==> src/rtl/txr_pkg.sv <==
package txr_pkg;
  localparam int LEN_W   = 11;
  localparam int B_LAST  = 15;
  localparam int B_NOCRC = 16;
  localparam int B_EXH   = 27;
  localparam int B_UNDR  = 28;
  localparam int B_RETRY = 29;
  localparam int B_WRAP  = 30;
  localparam int B_OWNED = 31;

  typedef enum logic [3:0] {
    S_IDLE, S_RD_CTRL, S_WT_CTRL, S_RD_ADDR, S_WT_ADDR,
    S_RD_DATA, S_WT_DATA, S_SEND, S_DRAIN, S_WB, S_ABORT
  } txr_state_e;
endpackage

==> src/rtl/txr_cmd_regs.sv <==
module txr_cmd_regs #(
  parameter int AW = 32
) (
  input  logic          clk,
  input  logic          rst,
  input  logic          cmd_wr,
  input  logic          cmd_tx_en,
  input  logic          cmd_rx_en,
  input  logic          cmd_start,
  input  logic          cmd_halt,
  input  logic          base_wr,
  input  logic [AW-1:0] base_in,
  input  logic          halt_clr,
  output logic          rx_en_q,
  output logic [AW-1:0] base_q,
  output logic          halt_pend,
  output logic          start_pls,
  output logic          dis_pls
);
  logic halt_set;

  assign start_pls = cmd_wr & cmd_tx_en & cmd_start;
  assign dis_pls   = cmd_wr & ~cmd_tx_en;
  assign halt_set  = cmd_wr & cmd_tx_en & cmd_halt;

  always_ff @(posedge clk) begin
    if (rst) begin
      rx_en_q   <= 1'b0;
      base_q    <= '0;
      halt_pend <= 1'b0;
    end else begin
      if (cmd_wr) rx_en_q <= cmd_rx_en;
      if (base_wr) base_q <= base_in;
      if (halt_clr || dis_pls) halt_pend <= 1'b0;
      else if (halt_set) halt_pend <= 1'b1;
    end
  end
endmodule

==> src/rtl/txr_ring_ptr.sv <==
module txr_ring_ptr #(
  parameter int AW = 32,
  parameter int IW = 8
) (
  input  logic          clk,
  input  logic          rst,
  input  logic [AW-1:0] base,
  input  logic          clr,
  input  logic          adv,
  input  logic          wrap,
  output logic [AW-1:0] desc_addr
);
  logic [IW-1:0] idx;

  always_ff @(posedge clk) begin
    if (rst || clr) idx <= '0;
    else if (adv) idx <= wrap ? '0 : idx + IW'(1);
  end

  assign desc_addr = base + AW'({idx, 1'b0});
endmodule

==> src/rtl/txr_ring_reader.sv <==
module txr_ring_reader
  import txr_pkg::*;
#(
  parameter int AW = 32,
  parameter int IW = 8
) (
  input  logic          clk,
  input  logic          rst,
  input  logic          cmd_wr,
  input  logic          cmd_tx_en,
  input  logic          cmd_rx_en,
  input  logic          cmd_start,
  input  logic          cmd_halt,
  input  logic          base_wr,
  input  logic [AW-1:0] base_in,
  output logic          tx_go,
  output logic          rx_enable,
  output logic          mem_rd,
  output logic          mem_we,
  output logic [AW-1:0] mem_addr,
  output logic [31:0]   mem_wdata,
  input  logic [31:0]   mem_rdata,
  output logic          tx_valid,
  input  logic          tx_ready,
  output logic [7:0]    tx_data,
  output logic          tx_last,
  output logic          tx_nocrc,
  input  logic          mac_underrun,
  input  logic          mac_retry_lim
);
  txr_state_e        state;
  logic [AW-1:0]     base_q, desc_addr, buf_ptr, first_addr;
  logic [31:0]       ctrl_q, word_q, first_ctrl, wb_word;
  logic [LEN_W-1:0]  rem;
  logic [1:0]        lane;
  logic              in_frame, flg_undr, flg_retry;
  logic              halt_pend, start_pls, dis_pls, halt_clr, frame_end;

  assign frame_end = ctrl_q[B_LAST];
  assign halt_clr  = (state == S_IDLE) || (state == S_WB && frame_end);

  txr_cmd_regs #(.AW(AW)) cmd_i (
    .clk(clk), .rst(rst), .cmd_wr(cmd_wr), .cmd_tx_en(cmd_tx_en),
    .cmd_rx_en(cmd_rx_en), .cmd_start(cmd_start), .cmd_halt(cmd_halt),
    .base_wr(base_wr), .base_in(base_in), .halt_clr(halt_clr),
    .rx_en_q(rx_enable), .base_q(base_q), .halt_pend(halt_pend),
    .start_pls(start_pls), .dis_pls(dis_pls)
  );

  txr_ring_ptr #(.AW(AW), .IW(IW)) ptr_i (
    .clk(clk), .rst(rst), .base(base_q), .clr(dis_pls),
    .adv(state == S_WB), .wrap(ctrl_q[B_WRAP]), .desc_addr(desc_addr)
  );

  assign tx_go = (state != S_IDLE);

  always_comb begin
    wb_word = ctrl_q | (32'd1 << B_OWNED);
    if (frame_end)
      wb_word = wb_word | ({30'd0, flg_retry, flg_undr} << B_UNDR);
  end

  always_comb begin
    mem_rd    = 1'b0;
    mem_we    = 1'b0;
    mem_addr  = desc_addr;
    mem_wdata = '0;
    case (state)
      S_RD_CTRL: begin mem_rd = 1'b1; mem_addr = desc_addr + AW'(1); end
      S_RD_ADDR: begin mem_rd = 1'b1; mem_addr = desc_addr; end
      S_RD_DATA: begin mem_rd = 1'b1; mem_addr = buf_ptr; end
      S_WB: begin
        mem_we    = 1'b1;
        mem_addr  = desc_addr + AW'(1);
        mem_wdata = wb_word;
      end
      S_ABORT: begin
        mem_we    = 1'b1;
        mem_addr  = first_addr + AW'(1);
        mem_wdata = first_ctrl | (32'd1 << B_OWNED) | (32'd1 << B_EXH);
      end
      default: ;
    endcase
  end

  always_ff @(posedge clk) begin
    if (rst) begin
      state      <= S_IDLE;
      ctrl_q     <= '0;
      word_q     <= '0;
      buf_ptr    <= '0;
      first_addr <= '0;
      first_ctrl <= '0;
      rem        <= '0;
      lane       <= '0;
      in_frame   <= 1'b0;
      flg_undr   <= 1'b0;
      flg_retry  <= 1'b0;
      tx_valid   <= 1'b0;
      tx_data    <= '0;
      tx_last    <= 1'b0;
      tx_nocrc   <= 1'b0;
    end else if (dis_pls) begin
      state    <= S_IDLE;
      in_frame <= 1'b0;
      tx_valid <= 1'b0;
    end else begin
      if (tx_valid && tx_ready) tx_valid <= 1'b0;
      if (in_frame && mac_underrun)  flg_undr  <= 1'b1;
      if (in_frame && mac_retry_lim) flg_retry <= 1'b1;
      case (state)
        S_IDLE:    if (start_pls) state <= S_RD_CTRL;
        S_RD_CTRL: state <= S_WT_CTRL;
        S_WT_CTRL: begin
          ctrl_q <= mem_rdata;
          if (mem_rdata[B_OWNED]) begin
            state <= in_frame ? S_ABORT : S_IDLE;
          end else begin
            state <= S_RD_ADDR;
            rem   <= mem_rdata[LEN_W-1:0];
            if (!in_frame) begin
              in_frame   <= 1'b1;
              first_addr <= desc_addr;
              first_ctrl <= mem_rdata;
              flg_undr   <= 1'b0;
              flg_retry  <= 1'b0;
            end
          end
        end
        S_RD_ADDR: state <= S_WT_ADDR;
        S_WT_ADDR: begin
          buf_ptr <= mem_rdata[AW-1:0];
          lane    <= '0;
          state   <= (rem == '0) ? S_DRAIN : S_RD_DATA;
        end
        S_RD_DATA: state <= S_WT_DATA;
        S_WT_DATA: begin
          word_q <= mem_rdata;
          state  <= S_SEND;
        end
        S_SEND: begin
          if (!tx_valid || tx_ready) begin
            tx_valid <= 1'b1;
            tx_data  <= word_q[{lane, 3'b000} +: 8];
            tx_last  <= (rem == LEN_W'(1)) && frame_end;
            tx_nocrc <= ctrl_q[B_NOCRC];
            rem      <= rem - LEN_W'(1);
            lane     <= lane + 2'd1;
            if (rem == LEN_W'(1)) begin
              state <= S_DRAIN;
            end else if (lane == 2'd3) begin
              buf_ptr <= buf_ptr + AW'(1);
              state   <= S_RD_DATA;
            end
          end
        end
        S_DRAIN: if (!tx_valid || tx_ready) state <= S_WB;
        S_WB: begin
          if (frame_end) begin
            in_frame <= 1'b0;
            state    <= halt_pend ? S_IDLE : S_RD_CTRL;
          end else begin
            state <= S_RD_CTRL;
          end
        end
        S_ABORT: begin
          in_frame <= 1'b0;
          state    <= S_IDLE;
        end
        default: state <= S_IDLE;
      endcase
    end
  end
endmodule

==> config.mk <==
export PLATFORM = sky130hd
export DESIGN_NAME = txr_ring_reader
export DESIGN_NICKNAME = d
export VERILOG_FILES = /design/src/rtl/txr_pkg.sv /design/src/rtl/txr_cmd_regs.sv /design/src/rtl/txr_ring_ptr.sv /design/src/rtl/txr_ring_reader.sv
export SDC_FILE = /design/constraint.sdc
export NUM_CORES = 1
export LEC_CHECK = 0
export ABC_AREA = 1
export ABC_CLOCK_PERIOD_IN_PS = 2800
export BUFFER_PORTS_ARGS = -buffer_cell sky130_fd_sc_hd__buf_2
export CAP_MARGIN = 10
export CORE_MARGIN = 2
export CORE_UTILIZATION = 30
export CTS_CLUSTER_DIAMETER = 50
export CTS_CLUSTER_SIZE = 8
export DETAILED_ROUTE_END_ITERATION = 8
export PLACE_DENSITY = 0.49
export SYNTH_ARGS = -nofsm -noshare
export SYNTH_HDL_FRONTEND = slang
export SYNTH_SLANG_ARGS = --single-unit
==> constraint.sdc <==
create_clock -name clk -period 2.8 [get_ports clk]
set_input_delay 0.56 -clock clk [delete_from_list [all_inputs] [get_ports clk]]
set_output_delay 0.56 -clock clk [all_outputs]
set_load 0.02 [all_outputs]
==> metrics.cfg, run 1 <==
[synthesis]
synth_warnings = 0
synth-seq-area-share = 0.338
synthCells = 2184
async_flop_share = 0
synth_cell_types = 51
syn-num-nets = 2274
synth_edf_count = 0
avgSynthCellArea_um2 = 6.24
synth_top_flop_cell = dfxtp_1
ys_ff_latch = 230
syn-cell-area_mm2 = 0.0136

[critical_path]
path_class = flop to primary output
crit_fanout = 4
cp-start-kind = flop
cp.required_ps = 2240
path_buf_inv = 2
crit_slowest_cell = fa_2
cp_cell_sequence = ha_4 -> fa_2 -> xnor2_2 -> nand2_1 -> o21ai_2 -> buf_4 -> nor2_4 -> nand3_2 -> nor2_4 -> nand2_2 -> nor2_2 -> nor2_1 -> o21ai_1 -> o211ai_1 -> buf_4
endpoint_kind = primary output
slowest_delay_ps = 440
arrival_ps = 3270
cp_top_family = simple AND/OR/NAND/NOR gates

[place]
gp_congestion = 0.914
post-place-cells = 3062
port_buffers = 153
dp_hpwl_mm = 42.4
preCtsSetupSlack_ps = -636

[floorplan]
die_h_um = 217
die-width_um = 217
dieArea_mm2 = 0.0472
core_mm2 = 0.0451
rows = 78
num_io_pins = 154
start_util = 0.302

[routing]
drc = 0
drtPass1Iterations = 6
drtIter0Drc = 1134
wl_per_cell_um = 18.0
vias = 15698
ant_nets = 0
routed_wirelength_mm = 56.8
routed_via_density = 4.97

[timing]
final-max-slew-violation-count = 0
finClkSkew_ps = 16.2
hold_viol_final = 0
rsz0062_at_grt = yes
slew-limit-headroom = 0.426
tightest_slew_ps = 839
finalSetupViolCount = 32
finalWorstSetupSlack_ps = -1030
max_freq_ghz = 0.261
timing.hold.ws_ps = 246
period_share = 1.37
fin_crit_ps = 3830

[finish]
mostFrequentLayoutCells = nand2_1, inv_1, buf_4
layout-drive-gt1-share = 0.294
fillerInstances = 4754
fin_cells = 3157
register_area_mm2 = 0.00462
diodes = 0
final_nets = 2633
final_common_cell = nand2_1
utilization = 0.433
multiInputGateArea_mm2 = 0.00867
syn_to_final_growth_pct = 43.3

[grt]
grt_pass1_wl_mm = 86.3
grt_use_total = 0.235
grt_max_degree = 83
grt_pass1_vias = 15054
globalRouteOverflowTotal = 0
antenna_found_initial = 0

[power_and_ir_drop]
power.density_mw_per_mm2 = 470
ir_worst_vdd_v = 0.000418
leakage_nw = 8.41

[flow_run]
drv_cap = 0

[clock_network]
cts_num_sinks = 230
cts_buffers = 39
cts_root_buffer = clkbuf_16
htreeDepth = 2
worstSkewPairLatency_ps = 550
cts_hold_buf = 0
clock_path_buffers = 3
cts_tree = yes
clk_pin_slew_ps = 50

[run_status]
outcome = finished, violations left
violations = negative setup slack

[hold_path]
min_path_type = input port to flop

[metal layers]
layer,GRT usage,wire length (µm)
met1,0.323,26800
met2,0.381,26100
met3,0.0296,2300
met4,0.0797,1600
met5,0,0
[cells in the mapped netlist, types with 19 or more instances]
cell type  instances  area [µm²]
inv_1            272        1020
clkbuf_1          75         282
dfxtp_1          230        4600
a31oi_1           20         125
a211oi_1          32         240
nand4_1           19         119
a21oi_1          175         876
nor2_1           243         912
nand3_1          156         781
o21ai_0          247        1240
nand2_1          503        1890
[power breakdown]
group          internal [mW]  leakage (nW)  switching, mW
sequential              3.35          1.87         0.0491
combinational          0.482          5.96          0.728
clock                   2.92         0.581           1.66
[worst paths after layout]
kind                             startpoint                            to  slack [ps]  cells after the start
hold / removal                   base_in[6]  cmd_i.base_q[6]$_SDFFE_PP0P_         250                      3
setup reg to reg      state[1]$_SDFFE_PP0P_       buf_ptr[6]$_SDFFE_PP0P_         320                     11
setup / recovery  ptr_i.idx[0]$_SDFFE_PP0P_                   mem_addr[9]       -1030                     15
hold reg to reg     word_q[26]$_SDFFE_PP0P_       word_q[26]$_SDFFE_PP0P_         440                      2
[final cells by class]
class | count | area share
inverter | 290 | 0.0562
sequential | 230 | 0.236
timing repair buffer | 418 | 0.164
clock buffer | 44 | 0.0519
multi-input combinational | 1564 | 0.444
clock inverter | 11 | 0.00935
tap | 600 | 0.0384
[kinds of logic (layout without fill, tap and decap cells)]
family,Yosys count,count (layout),share of synthesized area
AOI/OAI and AO/OA,540,540,0.218
adders and majority gates,15,15,0.0143
and+or+nand+nor,986,986,0.305
DFF,230,230,0.338
xor gates and xnor gates,23,23,0.0148
buffers and inverters,390,763,0.110
[timing repair]
action                     in CTS  in global routing
pin swaps                      54                 55
buffers inserted               19                 23
setup endpoints to repair      57                 44
gates cloned                    2                  1
resized for setup             213                138
[worst min-delay path: cells and delay by family]
family	cells	cell delay [ps]
buf+inv	1	80
simple gates	2	110
[state kept, by name (all words and copies together) (netlist names)]
register and count:
cmd_i.base_q 32, in_frame 1, first_addr 32, ctrl_q 31, first_ctrl 30, tx_valid 1, tx_data 8, ptr_i.idx 8
tx_last 1, tx_nocrc 1, state 4, cmd_i.halt_pend 1, rem 11, cmd_i.rx_en_q 1, lane 2, buf_ptr 32
word_q 32, flg_undr 1, flg_retry 1
[metrics by stage]
stage / setup TNS (ps) / area (µm²) / total power [mW]
finish: -25960 / 19500 / 9.19
global route: -30350 / 19500 / 9.50
CTS: -24180 / 18900 / 9.21
detailed placement: -12000 / 16600 / 4.47
global placement: -11050 / 16600 / 4.47
floorplan: -426 / 13700 / 3.95
Power figures use the tool's default switching activity.
==> run 2: changes to the inputs <==
==> constraint.sdc (replaced) <==
create_clock -name clk -period 2.8 [get_ports clk]
set_input_delay 0.7 -clock clk [delete_from_list [all_inputs] [get_ports clk]]
set_output_delay 0.7 -clock clk [all_outputs]
set_load 0.02 [all_outputs]
==> metrics.cfg, run 2 (synthesis results as in run 1) <==
[clock_network]
cts_tree = yes
cts_buffers = 39
cts_hold_buf = 0
clk_pin_slew_ps = 50
worstSkewPairLatency_ps = 560
htreeDepth = 2
clock_path_buffers = 3
cts_num_sinks = 230
cts_root_buffer = clkbuf_16

[timing]
finalSetupViolCount = 57
rsz0062_at_grt = yes
hold_viol_final = 0
fin_crit_ps = 3940
finalWorstSetupSlack_ps = -1140
max_freq_ghz = 0.254
final-max-slew-violation-count = 0
period_share = 1.41
slew-limit-headroom = 0.249
finalSetupTns_ps = -31160
tightest_slew_ps = 1130
finClkSkew_ps = 14.5

[critical_path]
worstReg2RegStart = state[1]$_SDFFE_PP0P_
reg2reg_depth = 15
arrival_ps = 3240
cp-start-kind = flop
cp.required_ps = 2100
timing.rr.end = buf_ptr[21]$_SDFFE_PP0P_
r2r_slack_ps = 200
path_class = flop to primary output
crit_fanout = 6
endpoint_kind = primary output

[grt]
grt_max_degree = 86
globalRouteOverflowTotal = 0
grt_pass1_wl_mm = 88.3
grt_use_total = 0.240
grt_pass1_vias = 15352
antenna_found_initial = 1

[hold_path]
min_path_type = input port to flop
holdCritStartpoint = base_in[2]
hold_path_end = cmd_i.base_q[2]$_SDFFE_PP0P_
holdPathStages = 3

[flow_run]
drv_cap = 0

[routing]
routed_via_density = 4.97
drc = 0
ant_nets = 0
wl_per_cell_um = 18.1
drtIter0Drc = 1151
routed_wirelength_mm = 57.5
vias = 15825
drtPass1Iterations = 5

[floorplan]
die_h_um = 217
die-width_um = 217
dieArea_mm2 = 0.0472
num_io_pins = 154
core_mm2 = 0.0451
rows = 78
start_util = 0.302

[place]
port_buffers = 153
gp_congestion = 0.984
place_area_mm2 = 0.0168
dp_hpwl_mm = 42.4

[finish]
final_nets = 2656
mostFrequentLayoutCells = nand2_1, buf_4, inv_1
final_common_cell = nand2_1
layout-drive-gt1-share = 0.309
syn_to_final_growth_pct = 48.1
fillerInstances = 4722
diodes = 0
stdcell_area_mm2 = 0.0202

[run_status]
violations = negative setup slack
outcome = finished, violations left

[power_and_ir_drop]
ir_worst_vdd_v = 0.000405
leakage_nw = 8.63
power.density_mw_per_mm2 = 446

[run 2: stage by stage]
stage	cells	util	hold WS, ps	worst slack, ps	total power [mW]
3_5_place_dp	3078	0.372	433	-947	4.50
6_report	3182	0.448	366	-1140	9.01
5_1_grt	3182	0.448	365	-1310	9.34
4_1_cts	3161	0.429	341	-1110	9.03
2_1_floorplan	2184	-	420	-217	3.96
3_3_place_gp	3078	0.372	427	-970	4.50
[run 2: worst max-delay path, cell delays in order (launching register included)]
cell     delay, ps
dfxtp_2        330
ha_4           160
fa_2           450
nand2_2         90
nand2_2         70
nand3_2        110
nand3_1        100
nand2_2        130
nand2_1         70
nand2_2        140
nand2_4        110
nor2_2         160
nand3_4        160
nor2_4         210
nand2_1         80
nand2_1         80
nand3_2         60
nand2_2         80
buf_6          110
[run 2: what timing repair did]
item,CTS,global route
resized for setup,334,173
setup endpoints to repair,65,66
pin swaps,70,81
buffers inserted,26,30
cloned,2,1
[run 2: how the worst max path moves through the flow]
stage,startpoint,to,slack (ps),cells after the start
floorplan,ptr_i.idx[0]$_SDFFE_PP0P_,mem_addr[14],-220,15
global placement,cmd_i.base_q[1]$_SDFFE_PP0P_,mem_addr[17],-970,19
detailed placement,ptr_i.idx[2]$_SDFFE_PP0P_,mem_addr[17],-950,18
CTS,cmd_i.base_q[1]$_SDFFE_PP0P_,mem_addr[16],-1110,20
global route,cmd_i.base_q[1]$_SDFFE_PP0P_,mem_addr[30],-1310,21
finish,cmd_i.base_q[1]$_SDFFE_PP0P_,mem_addr[30],-1140,18
[run 2: power by group]
group | total (mW) | switching, mW | internal, mW
Combinational | 1.23 | 0.744 | 0.486
Sequential | 3.40 | 0.0474 | 3.35
Clock | 4.38 | 1.72 | 2.66
Total | 9.01 | 2.51 | 6.50
[run 2: cell type report]
type,count,area [µm²],area share
timing repair buffer,441,3540,0.175
clock inverter,14,138,0.00681
sequential,230,4620,0.229
tap,600,751,0.0372
multi-input combinational,1564,9030,0.447
clock buffer,43,1010,0.0500
inverter,290,1110,0.0549
[run 2: layer usage]
| metal | track usage | routed length (µm) | vias to the layer above |
|---|---|---|---|
| met3 | 0.0284 | 2520 | 72 |
| met1 | 0.333 | 26900 | 7470 |
| met5 | 0 | 0 | - |
| met4 | 0.0648 | 1390 | 0 |
| li1 | - | - | 7902 |
| met2 | 0.393 | 26700 | 381 |
==> run 3: changes to the inputs <==
--- a/config.mk
+++ b/config.mk
@@ -6,7 +6,7 @@
 export NUM_CORES = 1
 export LEC_CHECK = 0
 export ABC_AREA = 1
-export ABC_CLOCK_PERIOD_IN_PS = 2800
+export ABC_CLOCK_PERIOD_IN_PS = 3800
 export BUFFER_PORTS_ARGS = -buffer_cell sky130_fd_sc_hd__buf_2
 export CAP_MARGIN = 10
 export CORE_MARGIN = 2
@@ -14,7 +14,7 @@
 export CTS_CLUSTER_DIAMETER = 50
 export CTS_CLUSTER_SIZE = 8
 export DETAILED_ROUTE_END_ITERATION = 8
-export PLACE_DENSITY = 0.49
+export PLACE_DENSITY = 0.47
 export SYNTH_ARGS = -nofsm -noshare
 export SYNTH_HDL_FRONTEND = slang
 export SYNTH_SLANG_ARGS = --single-unit
==> constraint.sdc (replaced) <==
create_clock -name clk -period 3.8 [get_ports clk]
set_input_delay 0.95 -clock clk [delete_from_list [all_inputs] [get_ports clk]]
set_output_delay 0.95 -clock clk [all_outputs]
set_load 0.02 [all_outputs]
==> metrics.cfg, run 3 (synthesis results as in run 1) <==
[clock_network]
cts_root_buffer = clkbuf_16
clock_path_buffers = 3
clk_pin_slew_ps = 50
cts_tree = yes
cts_buffers = 41
cts_num_sinks = 230
htreeDepth = 2
worstSkewPairLatency_ps = 560

[critical_path]
crit_end = mem_addr[13]
cp.required_ps = 2850
timing.rr.end = buf_ptr[10]$_SDFFE_PP0P_
crit_path_start = ptr_i.idx[0]$_SDFFE_PP0P_
cp-start-kind = flop
reg2reg_depth = 10
crit_fanout = 4
endpoint_kind = primary output
path_class = flop to primary output
r2r_slack_ps = 1040
worstReg2RegStart = state[3]$_SDFFE_PP0P_
arrival_ps = 3180

[hold_path]
holdCritStartpoint = word_q[27]$_SDFFE_PP0P_
holdPathStages = 2
min_path_type = flop to flop

[finish]
utilization = 0.411
mostFrequentLayoutCells = nand2_1, inv_1, o21ai_0
fin_cells = 3046
diodes = 0
final_nets = 2515
final_common_cell = nand2_1
syn_to_final_growth_pct = 35.9
fillerInstances = 4837
layout-drive-gt1-share = 0.259

[place]
post-place-cells = 2943
dp_hpwl_mm = 42.0
port_buffers = 153
gp_congestion = 0.967

[timing]
tightest_slew_ps = 791
max_freq_ghz = 0.242
finalWorstSetupSlack_ps = -331
final-max-slew-violation-count = 0
timing.hold.ws_ps = 438
slew-limit-headroom = 0.470
fin_crit_ps = 4130
period_share = 1.09
rsz0062_at_grt = yes
finalSetupViolCount = 26
finalSetupTns_ps = -6490
finClkSkew_ps = 16.3
hold_viol_final = 0

[routing]
routed_via_density = 5.05
ant_nets = 0
drtIter0Drc = 1019
drtPass1Iterations = 5
vias = 15386
routed_wirelength_mm = 56.3
wl_per_cell_um = 18.5
drc = 0

[floorplan]
start_util = 0.302
core_mm2 = 0.0451
die_h_um = 217
die-width_um = 217
rows = 78
dieArea_mm2 = 0.0472
num_io_pins = 154

[run_status]
violations = negative setup slack
outcome = finished, violations left

[power_and_ir_drop]
ir_worst_vdd_v = 0.000250
leakage_nw = 7.84
finalPower_mw = 6.92
power.density_mw_per_mm2 = 373

[grt]
grt_pass1_vias = 14689
grt_use_total = 0.235
antenna_found_initial = 0
globalRouteOverflowTotal = 0
grt_pass1_wl_mm = 85.6
grt_max_degree = 51

[flow_run]
drv_cap = 0

-- run 3: cell count changes in the layout (fill, tap and decap cells not counted), moves of 4 or more --
cell,change
buf_12,-5
buf_2,+33
buf_4,-126
buf_6,-44
clkinv_2,-5
inv_1,-4
inv_2,+4
nand2_1,+4
nand2_2,-5
nor2_1,-10
nor2_2,+10
o21ai_0,+32
o21ai_4,-27
-- run 3: area by class of cell --
class	instances	area, µm²	share of cell area
multi-input cells	1564	8650	0.466
flip-flops and latches	230	4620	0.249
repair buffers	297	2100	0.113
clock buffers	51	1130	0.0612
inverters	290	1100	0.0594
well taps	600	751	0.0405
clock inverters	13	176	0.00952
repair inverters	1	7.51	0.000405
-- run 3: power breakdown --
part	switching [mW]	internal [mW]	total, mW
clock network	1.29	2.30	3.59
logic	0.525	0.288	0.813
registers	0.0414	2.47	2.51
-- run 3: metrics by stage --
step                cell area [µm²]  setup WS, ps
floorplan                     13600           365
global placement              15600         -75.0
detailed placement            15600         -72.5
CTS                           17900          -422
global route                  18500          -490
finish                        18500          -331
-- run 3: critical path, stage by stage, from the launching register on --
cell,delay [ps]
dfxtp_2,330
ha_4,160
fa_2,400
nand3_2,110
nand3_1,100
nand2_2,120
inv_2,70
o21ai_4,190
buf_4,140
nand2_2,70
nor2_4,150
nand3_4,100
nor2_4,150
nand2_1,70
nand3_1,80
o211ai_1,190
buf_4,230
-- run 3: worst min path at each step --
stage	end	slack, ps
3_5_place_dp	word_q[27]$_SDFFE_PP0P_	430
6_report	word_q[27]$_SDFFE_PP0P_	440
3_3_place_gp	word_q[27]$_SDFFE_PP0P_	430
4_1_cts	word_q[27]$_SDFFE_PP0P_	440
5_1_grt	word_q[3]$_SDFFE_PP0P_	460
2_1_floorplan	word_q[0]$_SDFFE_PP0P_	420
-- run 3: routing by layer --
layer  vias up  part of all wire  global-route usage
li1       7656                 -                   -
met2       361              0.45               0.381
met5         -                 0                   0
met3        85             0.046              0.0386
met1      7284              0.47               0.323
met4         0             0.025              0.0612
-- run 3: repair_timing --
action                                  CTS  global route
endpoints found under the setup margin   32            32
hold endpoints to repair                  0             0
gates cloned                              0             1
resized for setup                       224           135
buffers inserted                         21            18
hold buffers                              0             0
pin swaps                                73            69
